File: src/rtl/dq7_poll_ctrl.sv
module dq7_poll_ctrl #(
  parameter int ADDR_W    = 22,
  parameter int DATA_W    = 16,
  parameter int MAX_POLLS = 4096
) (
  input  logic              clk,
  input  logic              rst_n,
  input  logic              start,
  input  logic [ADDR_W-1:0] start_addr,
  input  logic              is_erase,
  input  logic              prog_dq7,
  output logic              rd_req,
  output logic [ADDR_W-1:0] rd_addr,
  input  logic              rd_ack,
  input  logic [DATA_W-1:0] rd_data,
  output logic              done,
  output logic              pass,
  output logic              fail,
  output logic [DATA_W-1:0] result_data
);

  localparam int CNT_W = (MAX_POLLS > 0) ? $clog2(MAX_POLLS + 1) : 1;
  localparam logic [CNT_W-1:0] LIMIT = CNT_W'(MAX_POLLS);

  typedef enum logic [2:0] {
    IDLE, READ1, CHECK1, READ2, CHECK2, FINAL_READ, DONE
  } state_t;

  state_t            state;
  logic [ADDR_W-1:0] addr_q;
  logic              exp_q;
  logic              dq7_q, dq5_q;
  logic [CNT_W-1:0]  polls;
  logic              pass_q, fail_q;
  logic [DATA_W-1:0] data_q;

  wire match     = (dq7_q == exp_q);
  wire limit_hit = (MAX_POLLS != 0) && (polls == LIMIT);

  assign rd_req      = (state == READ1) || (state == READ2) || (state == FINAL_READ);
  assign rd_addr     = addr_q;
  assign done        = (state == DONE);
  assign pass        = pass_q;
  assign fail        = fail_q;
  assign result_data = data_q;

  always_ff @(posedge clk or negedge rst_n) begin
    if (!rst_n) begin
      state  <= IDLE;
      addr_q <= '0;
      exp_q  <= 1'b0;
      dq7_q  <= 1'b0;
      dq5_q  <= 1'b0;
      polls  <= '0;
      pass_q <= 1'b0;
      fail_q <= 1'b0;
      data_q <= '0;
    end else begin
      case (state)
        IDLE: if (start) begin
          addr_q <= start_addr;
          exp_q  <= is_erase | prog_dq7;
          polls  <= '0;
          pass_q <= 1'b0;
          fail_q <= 1'b0;
          state  <= READ1;
        end
        READ1: if (rd_ack) begin
          dq7_q <= rd_data[7];
          dq5_q <= rd_data[5];
          polls <= polls + 1'b1;
          state <= CHECK1;
        end
        CHECK1: begin
          if (match)          state <= FINAL_READ;
          else if (dq5_q)     state <= READ2;
          else if (limit_hit) begin
            fail_q <= 1'b1;
            state  <= DONE;
          end else            state <= READ1;
        end
        READ2: if (rd_ack) begin
          dq7_q <= rd_data[7];
          dq5_q <= rd_data[5];
          state <= CHECK2;
        end
        CHECK2: begin
          if (match) state <= FINAL_READ;
          else begin
            fail_q <= 1'b1;
            state  <= DONE;
          end
        end
        FINAL_READ: if (rd_ack) begin
          data_q <= rd_data;
          pass_q <= 1'b1;
          state  <= DONE;
        end
        DONE:    state <= IDLE;
        default: state <= IDLE;
      endcase
    end
  end

endmodule


File: config.mk
export PLATFORM = sky130hd
export DESIGN_NAME = dq7_poll_ctrl
export DESIGN_NICKNAME = d
export VERILOG_FILES = /design/src/rtl/dq7_poll_ctrl.sv
export SDC_FILE = /design/constraint.sdc
export NUM_CORES = 1
export LEC_CHECK = 0
export ABC_CLOCK_PERIOD_IN_PS = 3100
export BUFFER_PORTS_ARGS = -buffer_cell sky130_fd_sc_hd__buf_2
export CORE_ASPECT_RATIO = 0.9
export CORE_MARGIN = 2
export CORE_UTILIZATION = 54
export DETAILED_ROUTE_END_ITERATION = 12
export GPL_ROUTABILITY_DRIVEN = 0
export PLACE_DENSITY = 0.85
export SYNTH_ARGS = -nofsm -noshare
export SYNTH_HDL_FRONTEND = slang
export SYNTH_SLANG_ARGS = --single-unit
File: constraint.sdc
create_clock -name clk -period 3.1 [get_ports clk]
set_clock_uncertainty 0.1 [all_clocks]
set_input_delay 0.465 -clock clk [delete_from_list [all_inputs] [get_ports clk]]
set_output_delay 0.465 -clock clk [all_outputs]
set_load 0.02 [all_outputs]
* Yosys cells after proc, flatten, opt, wreduce, memory -nomap -nowiden
Cells that the tools add are included.
Cells by class: add/subtract/negate cells 1, bitwise logic cells 1, mux-type cells 20, equal/unequal tests 16, reductions and logical operators 14
Operators by type and width (count):
- $mux W13 | 2
- $pmux W13 S2 | 1
- $mux W3 | 7
- $pmux W3 S6 | 1
- $ne A2 B2 Y1 const B | 8
- $add A13 B1 Y13 const B | 1
- $eq A13 B13 Y1 const B | 1
- $eq A3 B3 Y1 const B | 3
- $eq A3 B2 Y1 const B | 2
- $mux W1 | 6
- $reduce_and A2 Y1 | 3
- $reduce_and A3 Y1 | 2
- $reduce_and A6 Y1 | 1
- $reduce_and A4 Y1 | 1
- $reduce_bool A2 Y1 | 2
- $eq A3 B1 Y1 const B | 1
- $logic_not A3 Y1 | 1
- $pmux W1 S3 | 1
- $reduce_bool A3 Y1 | 1
- $logic_or A1 B1 Y1 | 2
- $mux W2 | 1
- $pmux W1 S2 | 1
- $reduce_or A2 Y1 | 1
- $eq A1 B1 Y1 | 1
- $or A1 B1 Y1 | 1
Word-level totals: register bits 59

* Logic depth before layout (Yosys ltp)
word-level depth 5, mapped depth 6, gate-level depth less buffers 6

* Least setup slack after synthesis
No wires, ideal clock.
path kind reg2reg, start register state[1], end register addr_q[10] (netlist: rd_addr[10]), path slack 1.354 ns, setup time 0.125 ns, stages on the path, launching flop included 6, clock period less this slack 1.746 ns, arrival time 1.521 ns, cells stage by stage dfrtp_1 > or2_1 > buf_6 > nor3b_4 > buf_4 > mux2_2
On the way: longest elaborated chain between the ends 2
RTL lines:
- start: declaration | line 29 | state_t state;
- start signal: assignment | line 49 | state <= IDLE;
- start signal: assignment | line 66 | state <= READ1;
- start signal: assignment | line 72 | state <= CHECK1;
- $logic_not A3 Y1 | line 59 | case (state)
- $reduce_and A2 Y1 (no source line)
- end signal: assignment | line 61 | addr_q <= start_addr;
- end: declaration | line 30 | logic [ADDR_W-1:0] addr_q;
No other way between the ends. A chain may end at the register's enable or synchronous reset.

* Worst setup path after layout
start register state[2], end register polls[10]
On the way: longest elaborated chain between the ends 3
RTL lines:
- $eq A3 B1 Y1 or $logic_not A3 Y1 (tied branches) | line 59
- $ne A2 B2 Y1 (no source line) or $reduce_bool A2 Y1 (tied branches)
- $reduce_and A3 Y1 (no source line)
- end signal: assignment | line 71 | polls <= polls + 1'b1;
- end: declaration | line 33 | logic [CNT_W-1:0] polls;
Several ways; a longest one is shown, not always the timed one.

==> impl_summary.md <==
Placed design
Before CTS, the worst setup slack after placement is 880.3 ps. During placement, the flow inserted port buffers numbering 85. The detailed placement HPWL is 3867 um. Once placement completed, the tool counted placed cells totaling 350. The post-place instance area is 0.003092 sq mm.

Timing
The setup-violating endpoint count in the final report is 0. After routing, the total negative slack on setup checks comes to 0 ps. Setup repair after global routing left no endpoint under its margin. The maximum clock rate is 0.4390 GHz. Dividing the final minimum period by the clock period gives 0.7347. Setup slack closes at 822.3 ps. The count of final hold-check violations is 0. The shortest period the worst path allows is 2278 ps. For the pin with the worst max-slew slack, the measured transition is 592.6 ps. The worst pin sits at a relative slew slack of 0.6049.

The max-slew violation total from the final report is 0.

Setup path
For this run, the slowest stage of the critical path takes a little over 500 ps. The data arrival at the endpoint of the critical path is between 2000 and 2500 ps. Along the worst path, the maximum fanout reaches 40.

In this run the register-to-register setup slack is ~800 ps. The critical-path cell with the highest stage delay is sky130_fd_sc_hd__dfrtp_1. For the worst flop-to-flop path, the logic depth is 5. STA classifies the critical path endpoint as a flip-flop. The data required time at the worst endpoint is approximately 3200 ps. The kind of launch point of the worst setup path is a flip-flop. The signal on the critical path passes through or2_1 > nor3b_4 > buf_4 > nor2b_1 > mux2_4. The worst setup path is of the flip-flop to flip-flop kind.

Finish
The number of nets in the layout is 343. In the final layout, flip-flops and latches occupy ~0.0015 sq mm. The utilization after layout is 0.6929. The finished layout holds 367 standard cells, fillers aside. Of the cells placed in the final design, the portion with a size suffix greater than 1 is 0.4901. With fillers left out, the area of the finished cells amounts to 0.003308 sq mm. The fill cell total of the finished layout is 326.

The multi-input combinational cells in the finished layout cover a total of 0.001067 sq mm. Compared with the post-synthesis result, the final layout area differs by 26.21%. The repair_antennas step left the layout with diodes totalling 0.

Synthesis
The synthesized-area fraction occupied by and/or/nand/nor cells is 0.1332. After synthesis, the most frequently instantiated cells are 59 x sky130_fd_sc_hd__dfrtp_1, 41 x sky130_fd_sc_hd__mux2_2, 20 x sky130_fd_sc_hd__nor2_1, 9 x sky130_fd_sc_hd__xnor2_1, 8 x sky130_fd_sc_hd__nand3_1. In this run, synthesis inferred 0 flip-flops with an integrated enable. The synthesized netlist cell count is 206. After synthesis the netlist holds a flip-flop and latch count of 59. Counting every net in the synthesized netlist gives 252. The combinational family with the most area after synthesis is multiplexers. Summing every instance area after synthesis gives between 0.002 and 0.003 sq mm. Of the total synthesized cell area, the portion taken by full adders, half adders and majority gates is 0.009547. Of the total synthesized cell area, the portion taken by XOR and XNOR cells is 0.03007. Ranked by total cell area, the synthesized netlist is headed by sky130_fd_sc_hd__dfrtp_1 56%, sky130_fd_sc_hd__mux2_2 18%, sky130_fd_sc_hd__xnor2_1 3.0%.

The complex-gate fraction of the synthesized area is 0.04153. The share of the synthesized area in the top cell type is 0.5632. After synthesis, the mean cell area works out to 12.72 sq um. The share of cell area taken by muxes after synthesis is 0.1928. The largest total area in the synthesized netlist belongs to sky130_fd_sc_hd__dfrtp_1. The share of async-settable or async-resettable flops after synthesis is 1.000. The most used flip-flop cell after synthesis is sky130_fd_sc_hd__dfrtp_1. The most numerous cell in the Yosys netlist is sky130_fd_sc_hd__dfrtp_1. The number of warnings reported in the yosys synthesis log is 0. The share of synthesized area occupied by flip-flops and latches is 0.5632.

The number of different library cells in the post-synthesis netlist is 36.

Clocking
The count of hold buffers inserted by post-cts repair is 1. In this run the number of H-tree levels came out at 3. The clock-pin slew of the registers on the worst-case setup and hold paths is 70 ps. The longest clock path from root to sink contains 2 buffers. In this run, CTS created clock tree buffers numbering 9. The tree is rooted in a sky130_fd_sc_hd__clkbuf_8.

The clock sink count is about 60. The clock network latency to the later pin of the worst-skew pair is 340 ps. TritonCTS built the clock tree. The post-CTS setup repair buffer count is 0. The quantity of gates resized following cts is 0.

Floorplanning
The count of pins on the block boundary is 86. The placeable core region is ~0.0048 sq mm. The initial utilization of the core area, before any placement, comes to 0.5490. Measured along the y axis, the die boundary spans 70.10 um.

The die outline area is between 0.005 and 0.006 sq mm. The floorplan step set the die width to ~77 um. In this run the core area contains 24 standard-cell rows.

Global routing
The number of antenna violations at the first check in global routing is 0. Entering global routing, the biggest net connects 41 pins. The global route total overflow is 0.

For this run, the total global-route usage over all layers was measured as 0.2205. The via count of the first global-routing pass came to 2033. The first global-routing pass estimated 9183 um of wire.

Drt
The first TritonRoute pass finished after 4 iterations. For this block, the initial DRC count from the detailed router was 115. The average wire per cell in the routed design is 14.96 um.

The routed layout has about 1900 vias. After detailed routing, the number of vias per cell comes to 5.218. For this run, design rule violations remaining after detail routing come to 0. The aggregate routed wire length is 5490 um.

The post-route antenna net violation count is 0.

Pwr
VDD sags by at most roughly 0.00068 V. In this run the static leakage power is 1.560 nW. Power spread over the standard cell area amounts to 1042 mW/mm^2.

Run status
The flow ran to the end, and the final reports show no timing, DRC or antenna violations.

Min path
Along the worst hold path, the cell count comes to 2. The worst hold path belongs to the class input port to flip-flop.

Job
Across the run, the number of max-cap violations was 0.
[final timing paths]
| path | from | end |
|---|---|---|
| max reg2reg | state[2]$_DFFE_PN0P_ | polls[10]$_DFFE_PN0P_ |
| max | state[2]$_DFFE_PN0P_ | polls[10]$_DFFE_PN0P_ |
| min | start_addr[2] | rd_addr[2]$_DFFE_PN0P_ |
| max in group asynchronous | rst_n | rd_addr[11]$_DFFE_PN0P_ |
| min reg2reg | rd_addr[17]$_DFFE_PN0P_ | rd_addr[17]$_DFFE_PN0P_ |
| min in group asynchronous | rst_n | dq5_q$_DFFE_PN0P_ |
[layout by cell type, fill, tap and decap left out, types with 5 or more instances in the layout]
master and count:
sky130_fd_sc_hd__dfrtp_1 59, sky130_fd_sc_hd__nand2_1 5, sky130_fd_sc_hd__clkbuf_8 12, sky130_fd_sc_hd__a21oi_1 5, sky130_fd_sc_hd__nor2_1 20, sky130_fd_sc_hd__nand3_1 8, sky130_fd_sc_hd__inv_1 5, sky130_fd_sc_hd__mux2_2 41
sky130_fd_sc_hd__buf_2 85, sky130_fd_sc_hd__nor4_1 6, sky130_fd_sc_hd__xnor2_1 9
[critical path, delay by kind of cell, from the launching register on]
| kind | cells | cell delay, ps |
|---|---|---|
| AND/OR/NAND/NOR | 3 | 820 |
| flip-flops | 1 | 510 |
| buffers and inverters | 1 | 430 |
| multiplexers | 1 | 280 |
[sequential cells by signal, indices dropped and copies added (netlist names)]
register / count
dq7_q: 1
fail: 1
rd_addr: 22
polls: 13
dq5_q: 1
result_data: 16
state: 3
exp_q: 1
pass: 1
[cell type report]
class | instances | area share
repair buffers | 89 | 0.1384
flip-flops and latches | 59 | 0.4463
clock buffers | 15 | 0.05333
inverters | 5 | 0.005673
clock inverters | 1 | 0.009077
well taps | 65 | 0.02458
multi-input cells | 133 | 0.3226
[through the flow]
stage	power (mW)	hold slack, ps
3_5_place_dp	2.733	361.1
4_1_cts	3.468	247.0
6_report	3.446	256.1
2_1_floorplan	2.306	69.41
3_3_place_gp	2.672	351.0
5_1_grt	3.637	248.9
[cell families after synthesis]
group,Yosys count
AND/OR/NAND/NOR,62
adder cells (fa/ha/maj),2
buffers and inverters,14
AO/OA/AOI/OAI,16
multiplexers,44
XOR/XNOR,9
flip-flops,59
[where the power goes]
part | internal [mW] | leakage (nW) | switching [mW]
logic | 0.605 | 0.729 | 0.782
registers | 1.10 | 0.727 | 0.242
clock network | 0.438 | 0.104 | 0.279
[layer usage]
metal / up-vias / wire length (um) / GRT usage
met5: - / 0 / 0
met4: 0 / 102 / 0.08730
met3: 10 / 505 / 0.1059
met1: 923 / 2322 / 0.2707
li1: 913 / - / -
met2: 69 / 2559 / 0.3372
Note: power is estimated with default switching activity, not from simulation.
